`config.mk`:
```
export PLATFORM = sky130hd
export DESIGN_NAME = audio_ser_rx
export DESIGN_NICKNAME = d
export VERILOG_FILES = /design/src/rtl/audio_ser_rx_pkg.sv /design/src/rtl/audio_ser_rx_sync.sv /design/src/rtl/audio_ser_rx_clkgen.sv /design/src/rtl/audio_ser_rx_capture.sv /design/src/rtl/audio_ser_rx.sv
export SDC_FILE = /design/constraint.sdc
export NUM_CORES = 1
export LEC_CHECK = 0
export BUFFER_PORTS_ARGS = -buffer_cell sky130_fd_sc_hd__buf_2
export CORE_MARGIN = 2
export CORE_UTILIZATION = 66
export CTS_CLUSTER_DIAMETER = 120
export DETAILED_ROUTE_END_ITERATION = 12
export PLACE_DENSITY = 0.88
export SYNTH_ARGS = -nofsm -noshare
export SYNTH_HDL_FRONTEND = slang
export SYNTH_HIERARCHICAL = 1
export SYNTH_SLANG_ARGS = --single-unit
```
`constraint.sdc`:
```
create_clock -name clk -period 8 [get_ports clk]
set_clock_uncertainty 0.1 [all_clocks]
set_input_delay 0.4 -clock clk [delete_from_list [all_inputs] [get_ports clk]]
set_output_delay 0.4 -clock clk [all_outputs]
set_load 0.005 [all_outputs]
```
`src/rtl/audio_ser_rx_pkg.sv`:
```
`timescale 1ns/1ps
package audio_ser_rx_pkg;

    typedef enum logic {
        ORDER_MSB = 1'b0,
        ORDER_LSB = 1'b1
    } bit_order_e;

    typedef enum logic {
        START_ON_FALL = 1'b0,
        START_ON_RISE = 1'b1
    } frame_pol_e;

endpackage

```
`src/rtl/audio_ser_rx_sync.sv`:
```
`timescale 1ns/1ps
module audio_ser_rx_sync #(
    parameter int WIDTH  = 3,
    parameter int STAGES = 2
) (
    input  logic             clk,
    input  logic             rst_n,
    input  logic [WIDTH-1:0] d_i,
    output logic [WIDTH-1:0] q_o
);

    logic [STAGES-1:0][WIDTH-1:0] stg_q;

    always_ff @(posedge clk) begin
        if (!rst_n) begin
            stg_q <= '0;
        end else begin
            stg_q[0] <= d_i;
            for (int s = 1; s < STAGES; s++) begin
                stg_q[s] <= stg_q[s-1];
            end
        end
    end

    assign q_o = stg_q[STAGES-1];

endmodule

```
`src/rtl/audio_ser_rx_clkgen.sv`:
```
`timescale 1ns/1ps
module audio_ser_rx_clkgen #(
    parameter int DIV_W = 8,
    parameter int POS_W = 6
) (
    input  logic             clk,
    input  logic             rst_n,
    input  logic             en_i,
    input  logic [DIV_W-1:0] div_i,
    input  logic [POS_W-1:0] ws_div_i,
    input  logic             pol_i,
    input  logic             fall_edge_i,
    output logic             sck_o,
    output logic             ws_o,
    output logic             rise_o,
    output logic             fall_o
);

    typedef struct packed {
        logic [DIV_W-1:0] cnt;
        logic [POS_W-1:0] wsc;
        logic             sck;
        logic             ws;
    } gen_st_t;

    gen_st_t          gen_q, gen_d;
    logic [DIV_W:0]   half_w;
    logic [POS_W:0]   ws_half_w;
    logic             hit_rise, hit_fall, drive;
    logic [POS_W-1:0] wsc_nx;

    always_comb begin
        half_w    = ({1'b0, div_i} + 1'b1) >> 1;
        ws_half_w = ({1'b0, ws_div_i} + 1'b1) >> 1;
        hit_rise  = en_i && ({1'b0, gen_q.cnt} == (half_w - 1'b1));
        hit_fall  = en_i && (gen_q.cnt == div_i);
        // word select moves on the edge opposite the sampling edge
        drive     = fall_edge_i ? hit_rise : hit_fall;
        wsc_nx    = (gen_q.wsc == ws_div_i) ? '0 : gen_q.wsc + 1'b1;

        gen_d = gen_q;
        if (!en_i) begin
            gen_d = '0;
        end else begin
            gen_d.cnt = hit_fall ? '0 : gen_q.cnt + 1'b1;
            if (hit_rise) gen_d.sck = 1'b1;
            if (hit_fall) gen_d.sck = 1'b0;
            if (drive) begin
                gen_d.wsc = wsc_nx;
                gen_d.ws  = ({1'b0, wsc_nx} >= ws_half_w) ^ pol_i;
            end
        end
    end

    always_ff @(posedge clk) begin
        if (!rst_n) gen_q <= '0;
        else        gen_q <= gen_d;
    end

    assign sck_o  = gen_q.sck;
    assign ws_o   = gen_q.ws;
    assign rise_o = hit_rise;
    assign fall_o = hit_fall;

endmodule

```
`src/rtl/audio_ser_rx_capture.sv`:
```
`timescale 1ns/1ps
module audio_ser_rx_capture
    import audio_ser_rx_pkg::*;
#(
    parameter int SAMPLE_W = 16,
    parameter int POS_W    = 6
) (
    input  logic                        clk,
    input  logic                        rst_n,
    input  logic                        evt_i,
    input  logic                        ws_i,
    input  logic                        sd_i,
    input  logic                        pol_i,
    input  logic                        lsb_i,
    input  logic [$clog2(SAMPLE_W)-1:0] stop_i,
    input  logic [POS_W-1:0]            lstart_i,
    input  logic [POS_W-1:0]            rstart_i,
    output logic [SAMPLE_W-1:0]         left_o,
    output logic [SAMPLE_W-1:0]         right_o,
    output logic                        valid_o,
    output logic                        err_o
);

    localparam int STOP_W  = $clog2(SAMPLE_W);
    localparam int CNT_W   = POS_W + 1;
    localparam int POS_SAT = 2 ** POS_W;

    typedef struct packed {
        logic                hit;
        logic                last;
        logic [SAMPLE_W-1:0] acc;
    } lane_t;

    typedef struct packed {
        logic                seen;
        logic                ws_prev;
        logic [CNT_W-1:0]    pos;
        logic [SAMPLE_W-1:0] lw;
        logic [SAMPLE_W-1:0] rw;
        logic                lbusy;
        logic                rbusy;
        logic [SAMPLE_W-1:0] lo;
        logic [SAMPLE_W-1:0] ro;
        logic                vld;
        logic                err;
    } cap_st_t;

    // place one serial bit into a channel accumulator if pos lies in its field
    function automatic lane_t lane_step(
        input logic [SAMPLE_W-1:0] acc,
        input logic                bit_v,
        input logic [CNT_W-1:0]    pos,
        input logic [POS_W-1:0]    first,
        input logic [STOP_W-1:0]   stop,
        input logic                lsb
    );
        lane_t             r;
        logic [CNT_W-1:0]  k;
        logic [CNT_W-1:0]  span;
        logic [STOP_W-1:0] idx;
        r.acc  = acc;
        r.hit  = 1'b0;
        r.last = 1'b0;
        span   = CNT_W'(SAMPLE_W) - CNT_W'(stop);
        k      = pos - CNT_W'(first);
        if ((pos >= CNT_W'(first)) && (k < span)) begin
            r.hit  = 1'b1;
            r.last = (k == span - 1'b1);
            if (k == '0) r.acc = '0;
            if (bit_order_e'(lsb) == ORDER_LSB)
                idx = STOP_W'(CNT_W'(stop) + k);
            else
                idx = STOP_W'(CNT_W'(SAMPLE_W - 1) - k);
            r.acc[idx] = bit_v;
        end
        return r;
    endfunction

    cap_st_t          cap_q, cap_d;
    logic             frm_start;
    logic [CNT_W-1:0] pos_cur;
    lane_t            lu, ru;

    always_comb begin
        cap_d      = cap_q;
        cap_d.vld  = 1'b0;
        cap_d.err  = 1'b0;
        frm_start  = 1'b0;
        pos_cur    = cap_q.pos;
        lu         = '0;
        ru         = '0;
        if (evt_i) begin
            if (frame_pol_e'(pol_i) == START_ON_RISE)
                frm_start = cap_q.seen && !cap_q.ws_prev && ws_i;
            else
                frm_start = cap_q.seen && cap_q.ws_prev && !ws_i;
            pos_cur = frm_start ? '0 : cap_q.pos;
            if (frm_start) begin
                cap_d.err   = cap_q.lbusy || cap_q.rbusy;
                cap_d.lbusy = 1'b0;
                cap_d.rbusy = 1'b0;
            end
            lu = lane_step(cap_q.lw, sd_i, pos_cur, lstart_i, stop_i, lsb_i);
            ru = lane_step(cap_q.rw, sd_i, pos_cur, rstart_i, stop_i, lsb_i);
            if (lu.hit) begin
                cap_d.lw    = lu.acc;
                cap_d.lbusy = !lu.last;
            end
            if (ru.hit) begin
                cap_d.rw    = ru.acc;
                cap_d.rbusy = !ru.last;
                if (ru.last) begin
                    cap_d.vld = 1'b1;
                    cap_d.lo  = cap_d.lw;
                    cap_d.ro  = ru.acc;
                end
            end
            cap_d.seen    = 1'b1;
            cap_d.ws_prev = ws_i;
            cap_d.pos     = (pos_cur == CNT_W'(POS_SAT)) ? pos_cur : pos_cur + 1'b1;
        end
    end

    always_ff @(posedge clk) begin
        if (!rst_n) begin
            cap_q     <= '0;
            cap_q.pos <= CNT_W'(POS_SAT);
        end else begin
            cap_q <= cap_d;
        end
    end

    assign left_o  = cap_q.lo;
    assign right_o = cap_q.ro;
    assign valid_o = cap_q.vld;
    assign err_o   = cap_q.err;

endmodule

```
`src/rtl/audio_ser_rx.sv`:
```
`timescale 1ns/1ps
module audio_ser_rx #(
    parameter int SAMPLE_W    = 16,
    parameter int POS_W       = 6,
    parameter int DIV_W       = 8,
    parameter int SYNC_STAGES = 2
) (
    input  logic                        clk,
    input  logic                        rst_n,
    input  logic                        cfg_master,
    input  logic [DIV_W-1:0]            cfg_sck_div,
    input  logic [POS_W-1:0]            cfg_ws_div,
    input  logic                        cfg_frame_pol,
    input  logic                        cfg_fall_edge,
    input  logic                        cfg_lsb_first,
    input  logic [$clog2(SAMPLE_W)-1:0] cfg_stop_pos,
    input  logic [POS_W-1:0]            cfg_left_start,
    input  logic [POS_W-1:0]            cfg_right_start,
    input  logic                        sck_in,
    input  logic                        ws_in,
    input  logic                        sd_in,
    output logic                        sck_out,
    output logic                        ws_out,
    output logic [SAMPLE_W-1:0]         left_out,
    output logic [SAMPLE_W-1:0]         right_out,
    output logic                        valid_out,
    output logic                        err_out
);

    logic [2:0] pins_s;
    logic       sck_s, ws_s, sd_s;
    logic       sck_prev_q;
    logic       s_rise, s_fall;
    logic       g_rise, g_fall;
    logic       samp_evt, samp_ws;

    audio_ser_rx_sync #(
        .WIDTH  (3),
        .STAGES (SYNC_STAGES)
    ) sync_i (
        .clk   (clk),
        .rst_n (rst_n),
        .d_i   ({sck_in, ws_in, sd_in}),
        .q_o   (pins_s)
    );

    assign {sck_s, ws_s, sd_s} = pins_s;

    always_ff @(posedge clk) begin
        if (!rst_n) sck_prev_q <= 1'b0;
        else        sck_prev_q <= sck_s;
    end

    assign s_rise = sck_s && !sck_prev_q;
    assign s_fall = !sck_s && sck_prev_q;

    audio_ser_rx_clkgen #(
        .DIV_W (DIV_W),
        .POS_W (POS_W)
    ) clkgen_i (
        .clk         (clk),
        .rst_n       (rst_n),
        .en_i        (cfg_master),
        .div_i       (cfg_sck_div),
        .ws_div_i    (cfg_ws_div),
        .pol_i       (cfg_frame_pol),
        .fall_edge_i (cfg_fall_edge),
        .sck_o       (sck_out),
        .ws_o        (ws_out),
        .rise_o      (g_rise),
        .fall_o      (g_fall)
    );

    always_comb begin
        if (cfg_master) begin
            samp_evt = cfg_fall_edge ? g_fall : g_rise;
            samp_ws  = ws_out;
        end else begin
            samp_evt = cfg_fall_edge ? s_fall : s_rise;
            samp_ws  = ws_s;
        end
    end

    audio_ser_rx_capture #(
        .SAMPLE_W (SAMPLE_W),
        .POS_W    (POS_W)
    ) capture_i (
        .clk      (clk),
        .rst_n    (rst_n),
        .evt_i    (samp_evt),
        .ws_i     (samp_ws),
        .sd_i     (sd_s),
        .pol_i    (cfg_frame_pol),
        .lsb_i    (cfg_lsb_first),
        .stop_i   (cfg_stop_pos),
        .lstart_i (cfg_left_start),
        .rstart_i (cfg_right_start),
        .left_o   (left_out),
        .right_o  (right_out),
        .valid_o  (valid_out),
        .err_o    (err_out)
    );

endmodule

```
==> Yosys cells after proc, flatten, opt, wreduce, memory -nomap -nowiden <==
Index checks and enable logic that the tools add are counted.
{ "classes": {"add_sub_neg": 14, "multipliers": 0, "div_mod_pow": 0, "order_cmp": 9, "n_eq_ne": 6, "shift": 0, "mux": 37, "bitwise": 3, "n_reduce_logical": 31} }
{ "ops": {"columns": ["op", "n"], "rows": [
  ["two-way mux 16 bit", 7],
  ["two-way mux 18 bit", 4],
  ["two-way mux 34 bit", 1],
  ["two-way mux 33 bit", 1],
  ["bitwise mux 16 bit", 2],
  ["two-way mux 4 bit", 6],
  ["== test 7 bit", 2],
  ["greater-or-equal comparator 7 x 6 -> 1 bit", 2],
  ["logical NOT 7 bit", 2],
  ["< comparator 7 bit", 2],
  ["two-way mux 7 bit", 2],
  ["subtractor 7 x 6 -> 7 bit", 2],
  ["logical AND 1 bit", 12],
  ["< comparator 4 x 5 -> 1 bit (second input constant)", 2],
  ["two-way mux 1 bit", 10],
  ["adder 8 x 1 -> 9 bit (second input constant)", 1],
  ["== test 8 x 9 -> 1 bit", 1],
  ["AND reduction 3 bit", 3],
  ["subtractor 8 x 1 -> 9 bit (second input constant)", 1],
  ["adder 4 bit", 2],
  ["adder 8 x 1 -> 8 bit (second input constant)", 1],
  ["demux 1 bit (select 4 bit)", 2],
  ["== test 8 bit", 1],
  ["greater-or-equal comparator 4 x 1 -> 1 bit (second input constant)", 2],
  ["other kinds (18)", 29]
]} }
{ "totals": {"reg_bits": 100, "latch_bits": 0, "ram_bits": 0, "mem_bits_ro": 0, "output_inout_bits": 36, "word_cells": 118, "memories": 0} }

==> Longest topological paths before layout <==
{ "logic_depth": {"word_depth": 23, "mapped_depth": 19} }

==> Modules after synthesis <==
Netlist, hierarchy kept.
{ "by_module_without_submodules": {"columns": ["module", "instances", "cells_per_inst", "area_each_um2", "seq_area_each_um2"], "rows": [
  ["audio_ser_rx_capture", 1, 694, 5784.3, 1541.5],
  ["audio_ser_rx_clkgen", 1, 221, 1788.0, 320.3],
  ["audio_ser_rx_sync", 1, 15, 180.2, 120.1],
  ["audio_ser_rx", 1, 7, 80.1, 20.0]
]} }

==> Worst setup path before layout <==
OpenSTA, ideal clock, no wires.
{ "synth_timing": {"path_type": "input -> register", "start": "input port cfg_master", "end": "register capture_i/cap_q[63] (netlist name)", "setup_time_ps": 70, "t_arrival_ps": 4400, "path_slack_ps": 3430, "cell_stages": 16, "path_buffers": 0, "cell_sequence": "mux2_1 > and4b_1 > nor2_1 > nand2_1 > ha_1 > fa_1 > inv_1 > ha_1 > a21o_1 > a21oi_1 > xnor2_1 > nor4_1 > nor3_1 > o221ai_1 > o21ai_0 > a21oi_1"} }
{ "synth_via": {"elab_chain_cells": 19} }
{ "synth_rtl": {"columns": ["element", "line", "source"], "rows": [
  ["from (decl)", "audio_ser_rx.sv:10", "input logic cfg_master,"],
  ["two-way mux 1 bit", "audio_ser_rx.sv:75", "if (cfg_master) begin"],
  ["logical NOT 1 bit", "audio_ser_rx_capture.sv:96", "frm_start = cap_q.seen && cap_q.ws_prev && !ws_i;"],
  ["logical AND 1 bit", "audio_ser_rx_capture.sv:96", null],
  ["two-way mux 1 bit", "audio_ser_rx_capture.sv:93", "if (frame_pol_e'(pol_i) == START_ON_RISE)"],
  ["two-way mux 1 bit", "audio_ser_rx_capture.sv:92", "if (evt_i) begin"],
  ["two-way mux 7 bit", "audio_ser_rx_capture.sv:97", "pos_cur = frm_start ? '0 : cap_q.pos;"],
  ["subtractor 7 x 6 -> 7 bit", "audio_ser_rx_capture.sv:65", "k = pos - CNT_W'(first);"],
  ["subtractor 4 bit / adder 4 bit (equally long branches)", "audio_ser_rx_capture.sv:73, audio_ser_rx_capture.sv:71", null],
  ["(+3 left out)", null, null],
  ["< comparator 4 x 5 -> 1 bit (not written as such) / greater-or-equal comparator 4 x 1 -> 1 bit (equally long branches)", "audio_ser_rx_capture.sv:74", "r.acc[idx] = bit_v;"],
  ["logical AND 1 bit (not written as such)", "audio_ser_rx_capture.sv:74", null],
  ["two-way mux 1 bit (not written as such)", "audio_ser_rx_capture.sv:74", null],
  ["demux 1 bit (select 4 bit)", null, null],
  ["bitwise mux 16 bit", "audio_ser_rx_capture.sv:74", null],
  ["two-way mux 18 bit", "audio_ser_rx_capture.sv:66", "if ((pos >= CNT_W'(first)) && (k < span)) begin"],
  ["two-way mux 18 bit", "audio_ser_rx_capture.sv:92", null],
  ["two-way mux 16 bit", "audio_ser_rx_capture.sv:105", "if (lu.hit) begin"],
  ["to (signal assigned)", "audio_ser_rx_capture.sv:129", "cap_q <= cap_d;"],
  ["to (decl)", "audio_ser_rx_capture.sv:79", "cap_st_t cap_q, cap_d;"]
]} }
Several ways; a longest one is shown, not always the timed one. The select of a mux whose other input is x is not followed.
A chain may end at the register's enable or synchronous reset.

==> Worst setup path after layout <==
{ "layout_timing": {"start": "register clkgen_i.gen_q (netlist bit clkgen_i/ws_o)", "end": "register capture_i/cap_q[65] (netlist name)"} }
{ "layout_via": {"elab_chain_cells": 19} }
{ "layout_rtl": {"columns": ["element", "line", "source"], "rows": [
  ["from (decl)", "audio_ser_rx_clkgen.sv:26", "gen_st_t gen_q, gen_d;"],
  ["from (signal assigned)", "audio_ser_rx_clkgen.sv:57", "else gen_q <= gen_d;"],
  ["two-way mux 1 bit (*)", "audio_ser_rx.sv:75", null],
  ["net samp_ws", "audio_ser_rx.sv:35", "logic samp_evt, samp_ws;"],
  ["logical NOT 1 bit", "audio_ser_rx_capture.sv:96", null],
  ["logical AND 1 bit", "audio_ser_rx_capture.sv:96", null],
  ["two-way mux 1 bit (*)", "audio_ser_rx_capture.sv:93", null],
  ["two-way mux 1 bit (*)", "audio_ser_rx_capture.sv:92", null],
  ["two-way mux 7 bit (*)", "audio_ser_rx_capture.sv:97", null],
  ["subtractor 7 x 6 -> 7 bit", "audio_ser_rx_capture.sv:65", null],
  ["(+4 left out)", null, null],
  ["< comparator 4 x 5 -> 1 bit (not written as such) / greater-or-equal comparator 4 x 1 -> 1 bit (equally long branches)", "audio_ser_rx_capture.sv:74", null],
  ["logical AND 1 bit (not written as such)", "audio_ser_rx_capture.sv:74", null],
  ["two-way mux 1 bit (not written as such)", "audio_ser_rx_capture.sv:74", null],
  ["demux 1 bit (select 4 bit)", null, null],
  ["bitwise mux 16 bit", "audio_ser_rx_capture.sv:74", null],
  ["two-way mux 18 bit (*)", "audio_ser_rx_capture.sv:66", null],
  ["two-way mux 18 bit (*)", "audio_ser_rx_capture.sv:92", null],
  ["two-way mux 16 bit (*)", "audio_ser_rx_capture.sv:105", null]
]} }
The timed path passes the listed nets; every way through them passes the cells marked *. The select of a mux whose other input is x is not followed.

==> flow_summary.yaml <==
timing:
  slew_headroom_pct: 10.28
  setup_viol: 0
  fin_crit_ps: 5532
  fmax_ghz: 0.1808
  tightest_slew_ps: 1333
  final_hold_viol_count: 0
  finalSetupTns_ps: 0
  rsz0062_at_grt: "no"
  period_share_pct: 69.15
  slew_viol_final: 0
clock_network:
  cts_resized: 0
  root_buffer: "clkbuf_16"
  clkTransAtPathRegs_ps: 80
  clkSinkCount: 100
  cts_setup_buffers: 0
  clk_latency_ps: 360
  htree_num_levels: 3
  tritoncts: "yes"
  cts-buffers-inserted: 9
  cts_hold_buf: 0
  clockBufferDepth: 2
global_route:
  gr-usage-all-layers_pct: 29.48
  grt_overflow_total: 0
  antenna_found_initial: 0
  grt_pass1_vias: 6410
  grt_pass1_wl_um: 31230
  grt_max_degree: 45
job:
  cap_violations: 0
floorplanning:
  num_rows: 39
  core_um2: 11520
  design.die.area_um2: 12750
  start_util_pct: 68.01
  dieHeight_um: 112.9
  die_w_um: 112.9
  pin_count: 75
synthesis:
  ys_types: 93
  ys.flop_type: "dfxtp_1"
  synth_top_area_share_pct: 25.56
  ys_seq_elements: 100
  yosysSeqAreaShare_pct: 25.56
  synthArstFlopShare_pct: 0
  synthMostInstantiatedCell: "dfxtp_1"
  yosys_warnings: 6
  synth_area_leaders: "dfxtp_1 (26%), ha_1 (6.1%), xnor2_1 (5.5%)"
  syn_area_per_cell_um2: 8.359
  syn_nets: 1018
  yosys.area.top_type: "dfxtp_1"
  synth_edf_count: 0
  syn-cell-area_um2: 7833
  synth_commonest_cells: "dfxtp_1 (100), nand2_1 (66), nor2_1 (65)"
  synth_cells: 937
critical_path:
  path_cells: "mux2_1 -> and4b_1 -> nor2_1 -> nand2_1 -> ha_1 -> fa_1 -> xnor2_1 -> ha_1 -> a21oi_1 -> xnor2_1 -> nor4_1 -> nor3_1 -> o221ai_1 -> o21ai_0 -> a21oi_1"
  critPathLaunchType: "flop"
  reg2reg_slack_ps: 2470
  required_ps: 8190
  slowest_stage: "nor4_1"
  cp.arrival_ps: 5730
  endpoint_kind: "flop"
  critPathMaxStageDelay_ps: 1020
  crit_type: "flop to flop"
  path_max_fanout: 8
worst_hold_path:
  hp-class: "input port to flop"
drt:
  first_pass_iters: 9
  vias: 7080
  viasPerCell: 6.531
  wl_per_cell_um: 17.06
  postRouteAntennaNets: 0
  drcViolationCount: 3
  initialDrtViolationCount: 823
  wl_um: 18500
power_and_ir_drop:
  p_per_area_nw_per_um2: 154.6
  p_leak_uw: 0.003165
  ir_drop_mv: 0.1144
cells_and_area:
  instances_no_fill: 1084
  design_area_um2: 8188
  nets: 1017
  area_delta_synth_final_pct: 4.537
  diodes: 0
  postLayoutCoreUtil_pct: 71.10
  drive_gt1_share_pct: 14.45
placement:
  io_buffers: 74
  place_congestion: 0.9705
  dp_cells: 1068
  dpl_cell_area_um2: 7880
  dp_hpwl_um: 13300
status:
  outcome: "complete, but fails checks"
  violations: "design-rule violations"
-- power breakdown --
| group | internal, uW | switching [uW] | leakage [uW] | total, uW |
|---|---|---|---|---|
| sequential | 502 | 5.80 | 0.000807 | 508 |
| clock | 250 | 207 | 0.000152 | 456 |
| combinational | 107 | 195 | 0.00221 | 302 |
-- routing by layer --
metal | GRT usage, % | up-vias | wire (um)
li1 | - | 3466 | -
met1 | 42.90 | 3312 | 8466
met2 | 45.78 | 282 | 8297
met3 | 4.446 | 20 | 1492
met4 | 8.130 | 0 | 238
met5 | 0 | - | 0
-- path summary, 6_finish.rpt --
check	cells past startpoint	startpoint	endpoint
max reg2reg	15	clkgen_i/ws_o	capture_i/cap_q[65]
min reg2reg	1	sync_i/stg_q[0]	sync_i/q_o[0]
min	2	ws_in	sync_i/stg_q[1]
max	15	clkgen_i/ws_o	capture_i/cap_q[65]
-- cell usage in the layout (no fill, tap or decap), drive strengths merged, types with 16 or more instances in the layout --
| cell | n |
|---|---|
| nor3 | 34 |
| a211oi | 18 |
| inv | 45 |
| a21oi | 46 |
| and3 | 16 |
| nand3 | 34 |
| dfxtp | 100 |
| a22oi | 25 |
| o221ai | 16 |
| ha | 38 |
| buf | 80 |
| xnor2 | 49 |
| xor2 | 21 |
| nand2 | 66 |
| nor2 | 65 |
| o2bb2ai | 33 |
| o21ai | 32 |
-- cells by family (layout without fill, tap and decap cells) --
family                     after synthesis  after routing  synth area share, %
buffers and inverters                  134            138                9.233
xor gates and xnor gates                74             74                8.978
muxes                                   11             11                1.486
and+or+nand+nor                        312            312                21.71
DFF                                    100            100                25.56
adders and majority gates               43             43                7.221
AOI/OAI and AO/OA                      263            263                25.81
-- worst max-delay path: cells and delay by family, from the launching register on --
family          cells  cell delay (ps)
flops               1              330
xor+xnor            2              580
compound gates      4              830
fa+ha+maj           3             1100
mux                 1              410
simple gates        5             2120
-- per-stage QoR --
stage / setup WS, ps / power [uW] / hold slack [ps]
2_1_floorplan: 3430 / 746.9 / 311.8
3_3_place_gp: 2568 / 804.8 / 315.4
3_5_place_dp: 2417 / 812.1 / 330.4
4_1_cts: 2607 / 1264 / 130.0
5_1_grt: 2067 / 1320 / 148.5
6_report: 2468 / 1266 / 134.8
-- state kept, by name (all words and copies together), names as in the netlist --
register and count:
sck_prev_q 1, capture_i/right_o 16, sync_i/stg_q 3, clkgen_i/gen_q 14
sync_i/q_o 3, capture_i/err_o 1, capture_i/left_o 16, capture_i/cap_q 43
capture_i/valid_o 1, clkgen_i/sck_o 1, clkgen_i/ws_o 1
-- layout make-up --
class / count / area [um^2]
multi-input cells: 703 / 5126
clock buffers: 10 / 229.0
flip-flops and latches: 100 / 2002
inverters: 42 / 157.7
clock inverters: 6 / 78.83
fillers: 924 / 3328
repair buffers: 80 / 415.4
well taps: 143 / 178.9
Note: power is estimated with default switching activity, not from simulation.
